### src/rtl/bp_beeper_pkg.sv
package bp_beeper_pkg;

  typedef enum logic [1:0] {
    BEEP_NONE  = 2'd0,
    BEEP_SHORT = 2'd1,
    BEEP_LONG  = 2'd2
  } beep_kind_e;

  // Long wins over short; short cannot disturb a long beep in progress.
  function automatic beep_kind_e pick_request(input logic rq_short,
                                              input logic rq_long,
                                              input logic long_busy);
    if (rq_long)
      return BEEP_LONG;
    if (rq_short && !long_busy)
      return BEEP_SHORT;
    return BEEP_NONE;
  endfunction

  function automatic int unsigned beep_ticks(input beep_kind_e kind,
                                             input int unsigned short_len,
                                             input int unsigned long_len);
    case (kind)
      BEEP_LONG:  return long_len;
      BEEP_SHORT: return short_len;
      default:    return 0;
    endcase
  endfunction

endpackage

### src/rtl/bp_prescaler.sv
module bp_prescaler #(
  parameter int PRE_W    = 4,
  parameter int DISP_BIT = 0
) (
  input  logic clk,
  input  logic rst_n,
  input  logic ref_en,
  output logic disp_clk,
  output logic tick
);

  logic [PRE_W-1:0] pre_cnt;
  logic             pre_wrap;

  always_ff @(posedge clk or negedge rst_n) begin
    if (!rst_n)
      pre_cnt <= '0;
    else if (ref_en)
      pre_cnt <= pre_cnt + 1'b1;
  end

  assign pre_wrap = &pre_cnt;
  assign tick     = ref_en & pre_wrap;
  assign disp_clk = pre_cnt[DISP_BIT];

endmodule

### src/rtl/bp_duration_ctl.sv
module bp_duration_ctl
  import bp_beeper_pkg::*;
#(
  parameter int SHORT_TICKS = 3200,
  parameter int LONG_TICKS  = 25600,
  parameter int DUR_W       = 15
) (
  input  logic             clk,
  input  logic             rst_n,
  input  logic             tick,
  input  logic             req_short,
  input  logic             req_long,
  output logic             busy,
  output logic             start,
  output logic             long_mode,
  output logic [DUR_W-1:0] dur_left
);

  beep_kind_e       kind;
  logic [DUR_W-1:0] load_val;

  assign kind     = pick_request(req_short, req_long, busy & long_mode);
  assign start    = (kind != BEEP_NONE);
  assign load_val = DUR_W'(beep_ticks(kind, SHORT_TICKS, LONG_TICKS));
  assign busy     = (dur_left != '0);

  always_ff @(posedge clk or negedge rst_n) begin
    if (!rst_n) begin
      dur_left  <= '0;
      long_mode <= 1'b0;
    end else if (start) begin
      dur_left  <= load_val;
      long_mode <= (kind == BEEP_LONG);
    end else if (tick && busy) begin
      dur_left  <= dur_left - 1'b1;
    end
  end

endmodule

### src/rtl/bp_tone_gen.sv
module bp_tone_gen #(
  parameter int TONE_W   = 4,
  parameter int TONE_BIT = 3
) (
  input  logic clk,
  input  logic rst_n,
  input  logic tick,
  input  logic start,
  input  logic busy,
  output logic tone_raw,
  output logic spk_n
);

  logic [TONE_W-1:0] tone_cnt;

  always_ff @(posedge clk or negedge rst_n) begin
    if (!rst_n)
      tone_cnt <= '0;
    else if (start || !busy)
      tone_cnt <= '0;
    else if (tick)
      tone_cnt <= tone_cnt + 1'b1;
  end

  assign tone_raw = tone_cnt[TONE_BIT] & busy;
  assign spk_n    = ~tone_raw;

endmodule

### src/rtl/bp_beeper_clkdiv.sv
module bp_beeper_clkdiv #(
  parameter int SHORT_TICKS = 3200,
  parameter int LONG_TICKS  = 25600,
  parameter int PRE_W       = 4,
  parameter int TONE_W      = 4,
  parameter int TONE_BIT    = 3
) (
  input  logic clk,
  input  logic rst_n,
  input  logic ref_en,
  input  logic req_short,
  input  logic req_long,
  output logic disp_clk,
  output logic tick_64k,
  output logic spk_n,
  output logic busy
);

  localparam int DUR_W = $clog2(LONG_TICKS + 1);

  logic             beep_start;
  logic             long_mode;
  logic             tone_raw;
  logic [DUR_W-1:0] dur_left;

  bp_prescaler #(.PRE_W(PRE_W), .DISP_BIT(0)) u_pre (
    .clk      (clk),
    .rst_n    (rst_n),
    .ref_en   (ref_en),
    .disp_clk (disp_clk),
    .tick     (tick_64k)
  );

  bp_duration_ctl #(
    .SHORT_TICKS (SHORT_TICKS),
    .LONG_TICKS  (LONG_TICKS),
    .DUR_W       (DUR_W)
  ) u_dur (
    .clk       (clk),
    .rst_n     (rst_n),
    .tick      (tick_64k),
    .req_short (req_short),
    .req_long  (req_long),
    .busy      (busy),
    .start     (beep_start),
    .long_mode (long_mode),
    .dur_left  (dur_left)
  );

  bp_tone_gen #(.TONE_W(TONE_W), .TONE_BIT(TONE_BIT)) u_tone (
    .clk      (clk),
    .rst_n    (rst_n),
    .tick     (tick_64k),
    .start    (beep_start),
    .busy     (busy),
    .tone_raw (tone_raw),
    .spk_n    (spk_n)
  );

endmodule

### config.mk
export PLATFORM = sky130hd
export DESIGN_NAME = bp_beeper_clkdiv
export DESIGN_NICKNAME = d
export VERILOG_FILES = /design/src/rtl/bp_beeper_pkg.sv /design/src/rtl/bp_prescaler.sv /design/src/rtl/bp_duration_ctl.sv /design/src/rtl/bp_tone_gen.sv /design/src/rtl/bp_beeper_clkdiv.sv
export SDC_FILE = /design/constraint.sdc
export NUM_CORES = 1
export LEC_CHECK = 0
export ABC_AREA = 1
export ABC_CLOCK_PERIOD_IN_PS = 1600
export BUFFER_PORTS_ARGS = -buffer_cell sky130_fd_sc_hd__buf_2
export CORE_AREA = 3 3 57 59
export CTS_CLUSTER_DIAMETER = 150
export CTS_CLUSTER_SIZE = 30
export DETAILED_ROUTE_END_ITERATION = 8
export DIE_AREA = 0 0 60 62
export HOLD_SLACK_MARGIN = 0.15
export PLACE_DENSITY = 0.83
export REMOVE_ABC_BUFFERS = 1
export SLEW_MARGIN = 20
export SYNTH_ARGS = -nofsm -noshare
export SYNTH_HDL_FRONTEND = slang
export SYNTH_SLANG_ARGS = --single-unit
### constraint.sdc
create_clock -name clk -period 1.6 [get_ports clk]
set_clock_uncertainty 0.05 [all_clocks]
set_input_delay 0.24 -clock clk [delete_from_list [all_inputs] [get_ports clk]]
set_output_delay 0.24 -clock clk [all_outputs]
set_load 0.05 [all_outputs]
# After elaboration in Yosys (flattened, before gate mapping)
# Cells that the tools add are included.
[word_totals]
rom_bits = 0
latchBits = 0
word_cells = 35
memories = 0
ramBits = 0
inputBits = 5
regBits = 24
out_inout_bits = 4
[op_classes]
n_bitwise = 4
n_reduce_logical = 10
order_cmp = 0
shifts = 0
mux = 12
n_div = 0
eq_ne = 2
add_sub_neg = 3
mul = 0
[op_table]
columns = ["operator", "n"]
rows = [
  ["$mux 15", 2],
  ["$pmux 15 s2", 1],
  ["$reduce_bool 15->1", 1],
  ["$sub 15x1->15 const B", 1],
  ["$add 4x1->4 const B", 2],
  ["$mux 2", 4],
  ["$mux 4", 2],
  ["$reduce_bool 2->1", 3],
  ["$reduce_and 4->1", 1],
  ["$and 1x1->1", 3],
  ["$mux 1", 3],
  ["$eq 2x1->1 const B", 1],
  ["$eq 2x2->1 const B", 1],
  ["$logic_and 1x1->1", 2],
  ["$logic_not 1->1", 2],
  ["$logic_or 1x1->1", 1],
  ["$not 1->1", 1],
]

# Logic depth before layout (Yosys ltp)
# Gate-level depths: netlist of the first run.
[depth]
word_depth = 11
ltp_mapped = 12
mapped_depth_nobuf = 12

# Modules after synthesis
# Synthesis of the first run repeated with hierarchy kept, for this count alone.
[hier_totals]
hier_cells = 206
hier_area_um2 = 1477.7
[modules_own_cells]
columns = ["mod", "cells_each", "instances", "area_per_inst_um2", "seq_area_each_um2"]
rows = [
  ["bp_duration_ctl", 160, 1, 1083.5, 400.4],
  ["bp_tone_gen", 26, 1, 203.9, 100.1],
  ["bp_prescaler", 20, 1, 190.2, 100.1],
]

# Least setup slack after synthesis of the first run
# No wires, ideal clock.
[synth_timing]
path_type = "reg2reg"
startpoint = "register u_pre.pre_cnt[0]"
endpoint = "register u_dur.dur_left[8]"
setup_slack_ps = -606
t_arrival_ps = 2037
stages_incl_launch_ff = 8
n_path_buf = 0
synth_period_minus_slack_ps = 2206
cell_sequence = "dfrtp_1 -> ha_1 -> nand3_1 -> nor2_2 -> nand2_4 -> nor2_1 -> xor2_1 -> nor2_1"
[synth_via]
elab_chain_cells = 4
[synth_rtl]
columns = ["item", "line_no", "text"]
rows = [
  ["from (decl)", "bp_prescaler.sv:12", "logic [PRE_W-1:0] pre_cnt;"],
  ["from (signal assigned)", "bp_prescaler.sv:19", "pre_cnt <= pre_cnt + 1'b1;"],
  ["$reduce_and 4->1", "bp_prescaler.sv:22", "assign pre_wrap = &pre_cnt;"],
  ["$and 1x1->1", "bp_prescaler.sv:23", "assign tick = ref_en & pre_wrap;"],
  ["named net tick_64k", "bp_beeper_clkdiv.sv:14", "output logic tick_64k,"],
  ["$logic_and 1x1->1", "bp_duration_ctl.sv:34", "end else if (tick && busy) begin"],
  ["$reduce_bool 2->1 (no line)", "n/a", ""],
  ["to (signal assigned)", "bp_duration_ctl.sv:32", "dur_left <= load_val;"],
  ["to (signal assigned)", "bp_duration_ctl.sv:35", "dur_left <= dur_left - 1'b1;"],
  ["to (decl)", "bp_duration_ctl.sv:16", "output logic [DUR_W-1:0] dur_left"],
]
# The timed path passes the listed nets, and every way through them passes these cells.
# A chain may end at the register's enable or synchronous reset.

# Worst setup path after layout of the first run
[layout_timing]
startpoint = "register u_dur.dur_left[3]"
endpoint = "register u_dur.dur_left[13]"
[layout_via]
elab_chain_cells = 11
elab_cells_between_ends = 18
[layout_rtl]
columns = ["item", "line_no", "text"]
rows = [
  ["$reduce_bool 15->1", "bp_duration_ctl.sv:25", "assign busy = (dur_left != '0);"],
  ["$and 1x1->1", "bp_duration_ctl.sv:22", "assign kind = pick_request(req_short, req_long, busy & long_mode);"],
  ["$logic_not 1->1", "bp_beeper_pkg.sv:15", "if (rq_short && !long_busy)"],
  ["$logic_and 1x1->1", "bp_beeper_pkg.sv:15", ""],
  ["$mux 1 (2 in a row)", "bp_beeper_pkg.sv:15", ""],
  ["$mux 2", "bp_beeper_pkg.sv:17", "return BEEP_NONE;"],
  ["$mux 2", "bp_beeper_pkg.sv:15", ""],
  ["$eq 2x1->1 / $eq 2x2->1 (equally long branches)", "bp_beeper_pkg.sv:23", "case (kind)"],
  ["$pmux 15 s2", "bp_beeper_pkg.sv:23", ""],
  ["$mux 15", "bp_duration_ctl.sv:31", "end else if (start) begin"],
]
# Several ways; a longest one is shown, not always the timed one. The select of a mux whose other input is x is not followed.

==> metrics, run 1 <==
final hold vios=0; Cell Area, Placed=1690 um^2; Routed WL=6560 um; drt wl/cell=22.7 um; Critical Path RT=1.86 ns; sequential cell area fraction in the yosys report=40.5%; cells after synthesis=204; Min-Delay Startpoint=ref_en; fmax=508 MHz; CP Class=reg -> reg; synth warn=0; site row count=19; Placed Instances=260; CP max stage cell=dfrtp_1; FF-to-FF End=u_dur.dur_left[13]; Worst-Skew Late Latency=0.36 ns; Sink Count=24; Vias=1868; Comb pwr share=51.6%; Post-Place Worst Slack=-0.0406 ns; Net Sw Frac=43.9%; drc violations=0; Pint=1.52 mW; clk buf depth=2; fin util=82.7%; CP Launch Type=flip-flop; Die Width=60 um; path depth of the worst reg2reg path=10; Global Route Usage Sum=25.9%; Die Ht=62 um; Max VDD drop=1.08 mV; Final ANT Viol Nets=0; Diodes inserted=0; First DRT Iteration DRCs=250; Net Switching=1.19 mW; crit end category=flip-flop; delay-heaviest family, CP=simple AND/OR/NAND/NOR gates; final non-filler cell total=289; Seq pwr share=30.4%; Tmin final=1.97 ns; total grt overflow=0; CP dominant cell by count=nand2_1; Num CTS Buffers=3; violated checks=setup timing; Final Wtd Congestion=0.923; Final Cycle Share=123%; Area Overhead vs Synth=53.6%; Starting Density=53.8%; Critical Path AT=2.23 ns; internal reg-to-reg setup slack=-0.37 ns; max incr delay on CP=0.46 ns; post-route cell area=2280 um^2; leakage=1.12 nW; Final Worst Setup Slack=-0.370 ns; setup TNS=-5.26 ns; Hold WC Path Type=in -> reg; Pwr Total=2.71 mW; Cell Area, Synth=1480 um^2; Reg2Reg Launch Point=u_dur.dur_left[3]; Clock power frac=17.9%; I/O pin count=9; H-tree depth=1; Final nets=268; hold endpoint=u_pre.pre_cnt[3]; outcome=finished, violations left; relative slew slack=63.0%; Slew Viols, Final=0; FILL cells=138; register bit total from synthesis=24; vias in the first global route=1462; critical-path maximum fanout=3; layout cells sized above 1=47.7%; RSZ-0062 raised after global routing=true; Unique masters post-synth=24; Worst Tran Pin Value=0.555 ns; Syn Area/Cell=7.27 um^2; final setup fails=23; Port Buf Inserts=8; clock transition at the registers of the reported paths=0.16 ns; largest net degree at the start of global routing=25; crit-path cells=buf_4 > nor2_1 > nand2_1 > nor2_4 > nand2_1 > nand2_1 > nand2_1 > o21bai_1 > nand2_1 > nand2_1; hold slack=0.146 ns; Pwr Density=1190 nW/um^2; antenna violations before repair=0; Core Box Area=2760 um^2; placed wire-length estimate=2490 um; Hold Path Depth=3; buffers and inverters on the worst path=1; max cap viols=0; die area=3720 um^2; first-pass GRT wire length=6820 um; CTS Root Cell=clkbuf_4; CTS tree=done; drt pass-1 iters=6; routed vias/inst=6.46
## kinds of logic after synthesis
kind of cell / Yosys count / share of synthesized area (%)
adder cells (fa/ha/maj): 4 / 3.37
flip-flops: 24 / 40.5
XOR/XNOR: 7 / 4.13
AO/OA/AOI/OAI: 9 / 4.22
AND/OR/NAND/NOR: 135 / 41.0
buffers and inverters: 25 / 6.83
## synth_stat cells
master | n | area [um^2]
o21ai_0 | 1 | 5.00
dfrtp_1 | 24 | 601
a21oi_2 | 2 | 17.5
nor2_1 | 32 | 120
nand3_1 | 11 | 55.1
nor3_1 | 3 | 15.0
nand2_2 | 3 | 18.8
nand2_4 | 3 | 33.8
inv_1 | 21 | 78.8
nand3b_1 | 3 | 22.5
xnor2_1 | 2 | 17.5
buf_6 | 1 | 11.3
xor2_1 | 5 | 43.8
nand3_2 | 3 | 30.0
nand2_1 | 68 | 255
o211ai_1 | 1 | 7.51
o21bai_1 | 2 | 15.0
inv_2 | 3 | 11.3
o21a_1 | 1 | 7.51
ha_1 | 4 | 50.1
nor3b_1 | 1 | 7.51
nor2_2 | 4 | 25.0
nand4_1 | 4 | 25.0
a21oi_1 | 2 | 10.0
## worst reg2reg max path: stages, from the launching register on
cell and delay [ns]:
dfrtp_1 0.46, buf_4 0.17, nor2_1 0.26, nand2_1 0.15, nor2_4 0.15, nand2_1 0.10
nand2_1 0.07, nand2_1 0.06, o21bai_1 0.22, nand2_1 0.11, nand2_1 0.11
## state kept, by name (all words and copies together), names as in the netlist
| signal | count |
|---|---|
| u_tone.tone_cnt | 4 |
| u_pre.pre_cnt | 4 |
| u_dur.dur_left | 15 |
| u_dur.long_mode | 1 |
## cell usage in the layout (no fill, tap or decap), types with 2 or more instances in the layout
master / instances
a21oi_2: 3
xnor2_1: 2
nand3_1: 6
buf_4: 32
nand3b_1: 3
buf_6: 9
nor2_1: 13
inv_1: 19
nand2_2: 15
inv_2: 2
nand3_2: 7
clkbuf_4: 3
nand2_1: 52
xor2_1: 4
buf_8: 3
o21bai_1: 2
nor2_4: 8
nor2_2: 15
dfrtp_1: 23
clkinv_8: 2
nor3_2: 3
ha_2: 2
nand2_4: 4
dlygate4sd3_1: 2
nand2_8: 3
buf_2: 5
nand4_1: 4
## power groups by stage
stage | registers, mW | clock network [mW] | logic [mW]
after CTS | 0.800 | 0.455 | 0.960
after detailed placement | 0.804 | 0 | 0.853
final | 0.825 | 0.486 | 1.40
after floorplan | 0.858 | 0 | 0.494
after global routing | 0.832 | 0.498 | 1.45
after global placement | 0.804 | 0 | 0.840
## cell type report
class	count	area (um^2)	share of cell area, %
Clock inverter	1	30.0	1.32
Multi-Input combinational cell	155	1040	45.5
Sequential cell	24	602	26.4
Clock buffer	3	22.5	0.988
Tap cell	31	38.8	1.70
Inverter	24	118	5.16
Timing Repair Buffer	51	432	18.9
## metal layers
| metal | wire [um] | vias to the layer above | track usage [%] |
|---|---|---|---|
| li1 | - | 749 | - |
| met1 | 2120 | 844 | 31.6 |
| met2 | 3000 | 202 | 42.1 |
| met3 | 853 | 73 | 5.17 |
| met4 | 586 | 0 | 16.1 |
| met5 | 0 | - | 0 |
## worst max path at each step
stage                             from            endpoint  slack, ns  depth (start not counted)
global placement    u_dur.dur_left[13]   u_dur.dur_left[8]     -0.004                          9
finish               u_dur.dur_left[3]  u_dur.dur_left[13]      -0.37                         10
global route         u_dur.dur_left[3]  u_dur.dur_left[11]      -0.46                         11
detailed placement   u_dur.dur_left[1]   u_dur.dur_left[9]      -0.04                         11
floorplan             u_pre.pre_cnt[0]   u_dur.dur_left[9]      -0.63                          8
CTS                  u_dur.dur_left[0]                busy      -0.18                          6
## repair_timing
item,CTS,global route
setup buffers,13,13
hold buffers,2,0
pin swaps,16,31
endpoints found under the setup margin,15,23
resized for setup,36,63
hold endpoints to repair,26,0
No activity file was read; power rests on OpenSTA's default activity.
==> run 2, diff against run 1 <==
--- a/config.mk
+++ b/config.mk
@@ -18,2 +18,3 @@
 export REMOVE_ABC_BUFFERS = 1
+export SETUP_SLACK_MARGIN = 0.1
 export SLEW_MARGIN = 20
==> constraint.sdc (replaced) <==
create_clock -name clk -period 1.6 [get_ports clk]
set_clock_uncertainty 0.05 [all_clocks]
set_input_delay 0.16 -clock clk [delete_from_list [all_inputs] [get_ports clk]]
set_output_delay 0.16 -clock clk [all_outputs]
set_load 0.05 [all_outputs]
==> metrics, run 2 (synthesis results as in run 1) <==
Routed WL=6490 um (-0.96%); FF-to-FF End=u_tone.tone_cnt[0]; hold slack=0.268 ns (+0.122 ns); Diodes inserted=0 (unchanged); I/O pin count=9 (unchanged); Vias=1861 (-0.37%); Starting Density=53.8% (unchanged); Global Route Usage Sum=28.3% (+2.4 points); Port Buf Inserts=8 (unchanged); Top Registers=u_dur.dur_left: 15 flops, u_pre.pre_cnt: 4 flops, u_tone.tone_cnt: 4 flops; clock transition at the registers of the reported paths=0.15 ns (about the same); Pwr Density=1210 nW/um^2 (+2.0%); layout cells sized above 1=43.8% (-3.9 points); final setup fails=23 (unchanged); placed wire-length estimate=2580 um (+3.9%); die area=3720 um^2 (unchanged); Critical Path AT=1.71 ns (-0.52 ns); path depth of the worst reg2reg path=12 (+2); Critical Path RT=1.39 ns (-0.47 ns); first-pass GRT wire length=7580 um (+11%); vias in the first global route=1596 (+9.2%); RSZ-0062 raised after global routing=true; Hold WC Path Type=in -> async; clk buf depth=2 (unchanged); crit end category=output pin; max reg flops=15 (unchanged); First DRT Iteration DRCs=222 (-11%); CP Class=reg -> out; setup TNS=-4.98 ns (+0.283 ns); Sink Count=24 (unchanged); routed vias/inst=6.48 (+0.32%); commonest cells after routing, fill and taps aside=nand2_1 (53), buf_4 (28), dfrtp_1 (24); critical-path maximum fanout=2 (-1); Die Ht=62 um (unchanged); violated checks=setup timing; H-tree depth=1 (unchanged); fin util=81.5% (-1.2 points); fmax=520 MHz (+2.4%); Die Width=60 um (unchanged); antenna violations before repair=0 (unchanged); CTS tree=done; Num CTS Buffers=3 (unchanged); Slew Viols, Final=0 (unchanged); CTS Root Cell=clkbuf_4; total grt overflow=0 (unchanged); Final Wtd Congestion=0.938 (+1.6%); relative slew slack=60.2% (-2.8 points); most common cell after layout, fill and taps aside=nand2_1; Pwr Total=2.73 mW (+0.58%); Final ANT Viol Nets=0 (unchanged); Tmin final=1.92 ns (-0.0453 ns); CP Launch Type=flip-flop; Worst Tran Pin Value=0.597 ns (+0.0419 ns); drt wl/cell=22.6 um (-0.27%); leakage=1.11 nW (-1.5%); drc violations=0 (unchanged); Worst-Skew Late Latency=0.36 ns (about the same); Area Overhead vs Synth=51.4%; Reg2Reg Launch Point=u_dur.dur_left[1]; outcome=finished, violations left; max cap viols=0 (unchanged); drt pass-1 iters=6 (unchanged); Final Worst Setup Slack=-0.325 ns (+0.0453 ns); internal reg-to-reg setup slack=-0.28 ns (+0.09 ns); Core Box Area=2760 um^2 (unchanged); site row count=19 (unchanged); largest net degree at the start of global routing=25 (unchanged); Biggest register=u_dur.dur_left; Max VDD drop=1.43 mV (+32%); final hold vios=0 (unchanged); Final Cycle Share=120% (-2.8 points); Final nets=266 (-0.75%)
## run 2: per-layer routing
metal	track usage [%]	routed length, um	vias to the layer above	part of all wire (%)
met4	14.9	692	0	11
li1	-	-	738	-
met5	0	0	-	0
met1	34.2	2150	844	33
met3	6.20	879	75	14
met2	47.2	2770	204	43
## run 2: how the worst max path moves through the flow
stage                                   from                end  slack [ns]  depth (start not counted)
after floorplan             u_pre.pre_cnt[0]  u_dur.dur_left[9]       -0.63                          8
after global placement     u_dur.dur_left[0]  u_dur.dur_left[9]       -0.02                         10
after detailed placement   u_dur.dur_left[0]  u_dur.dur_left[9]       -0.09                         11
after CTS                 u_dur.dur_left[11]               busy       -0.12                          6
after global routing      u_dur.dur_left[13]               busy       -0.37                          6
final                      u_dur.dur_left[1]               busy       -0.32                          6
## run 2: worst max-delay path, cell delays in order (launching register included)
cell     delay, ns
dfrtp_1       0.44
inv_2         0.12
ha_4          0.17
nand4_1       0.18
nor3_2        0.24
inv_1         0.07
buf_6         0.15
## run 2: final cells by class
type	count	area [um^2]
clock buffer	3	22.5
clock inverter	1	30.0
fill	140	510
inverter	24	110
multi-input combinational	155	1030
sequential	24	601
tap	31	38.8
timing repair buffer	49	415
## run 2: metrics by stage
| step | instance area, um^2 | setup slack [ns] | std cells |
|---|---|---|---|
| finish | 2250 | -0.325 | 287 |
| global route | 2250 | -0.366 | 287 |
| CTS | 2060 | -0.118 | 280 |
| detailed placement | 1690 | -0.0898 | 261 |
| global placement | 1690 | -0.0158 | 261 |
| floorplan | 1470 | -0.633 | 203 |
## run 2: power by group
group | switching, mW | internal, mW | leakage (nW)
clock | 0.230 | 0.254 | 0.0279
combinational | 0.881 | 0.529 | 0.773
sequential | 0.118 | 0.715 | 0.306
total | 1.23 | 1.50 | 1.11
## run 2: repair_timing
| item | 4_1_cts | 5_1_grt |
|---|---|---|
| resized for setup | 54 | 35 |
| setup endpoints to repair | 22 | 23 |
| cloned | 0 | 0 |
| hold endpoints to repair | 31 | 2 |
| pin swaps | 19 | 12 |
| buffers inserted | 13 | 5 |
| hold buffers | 4 | 3 |
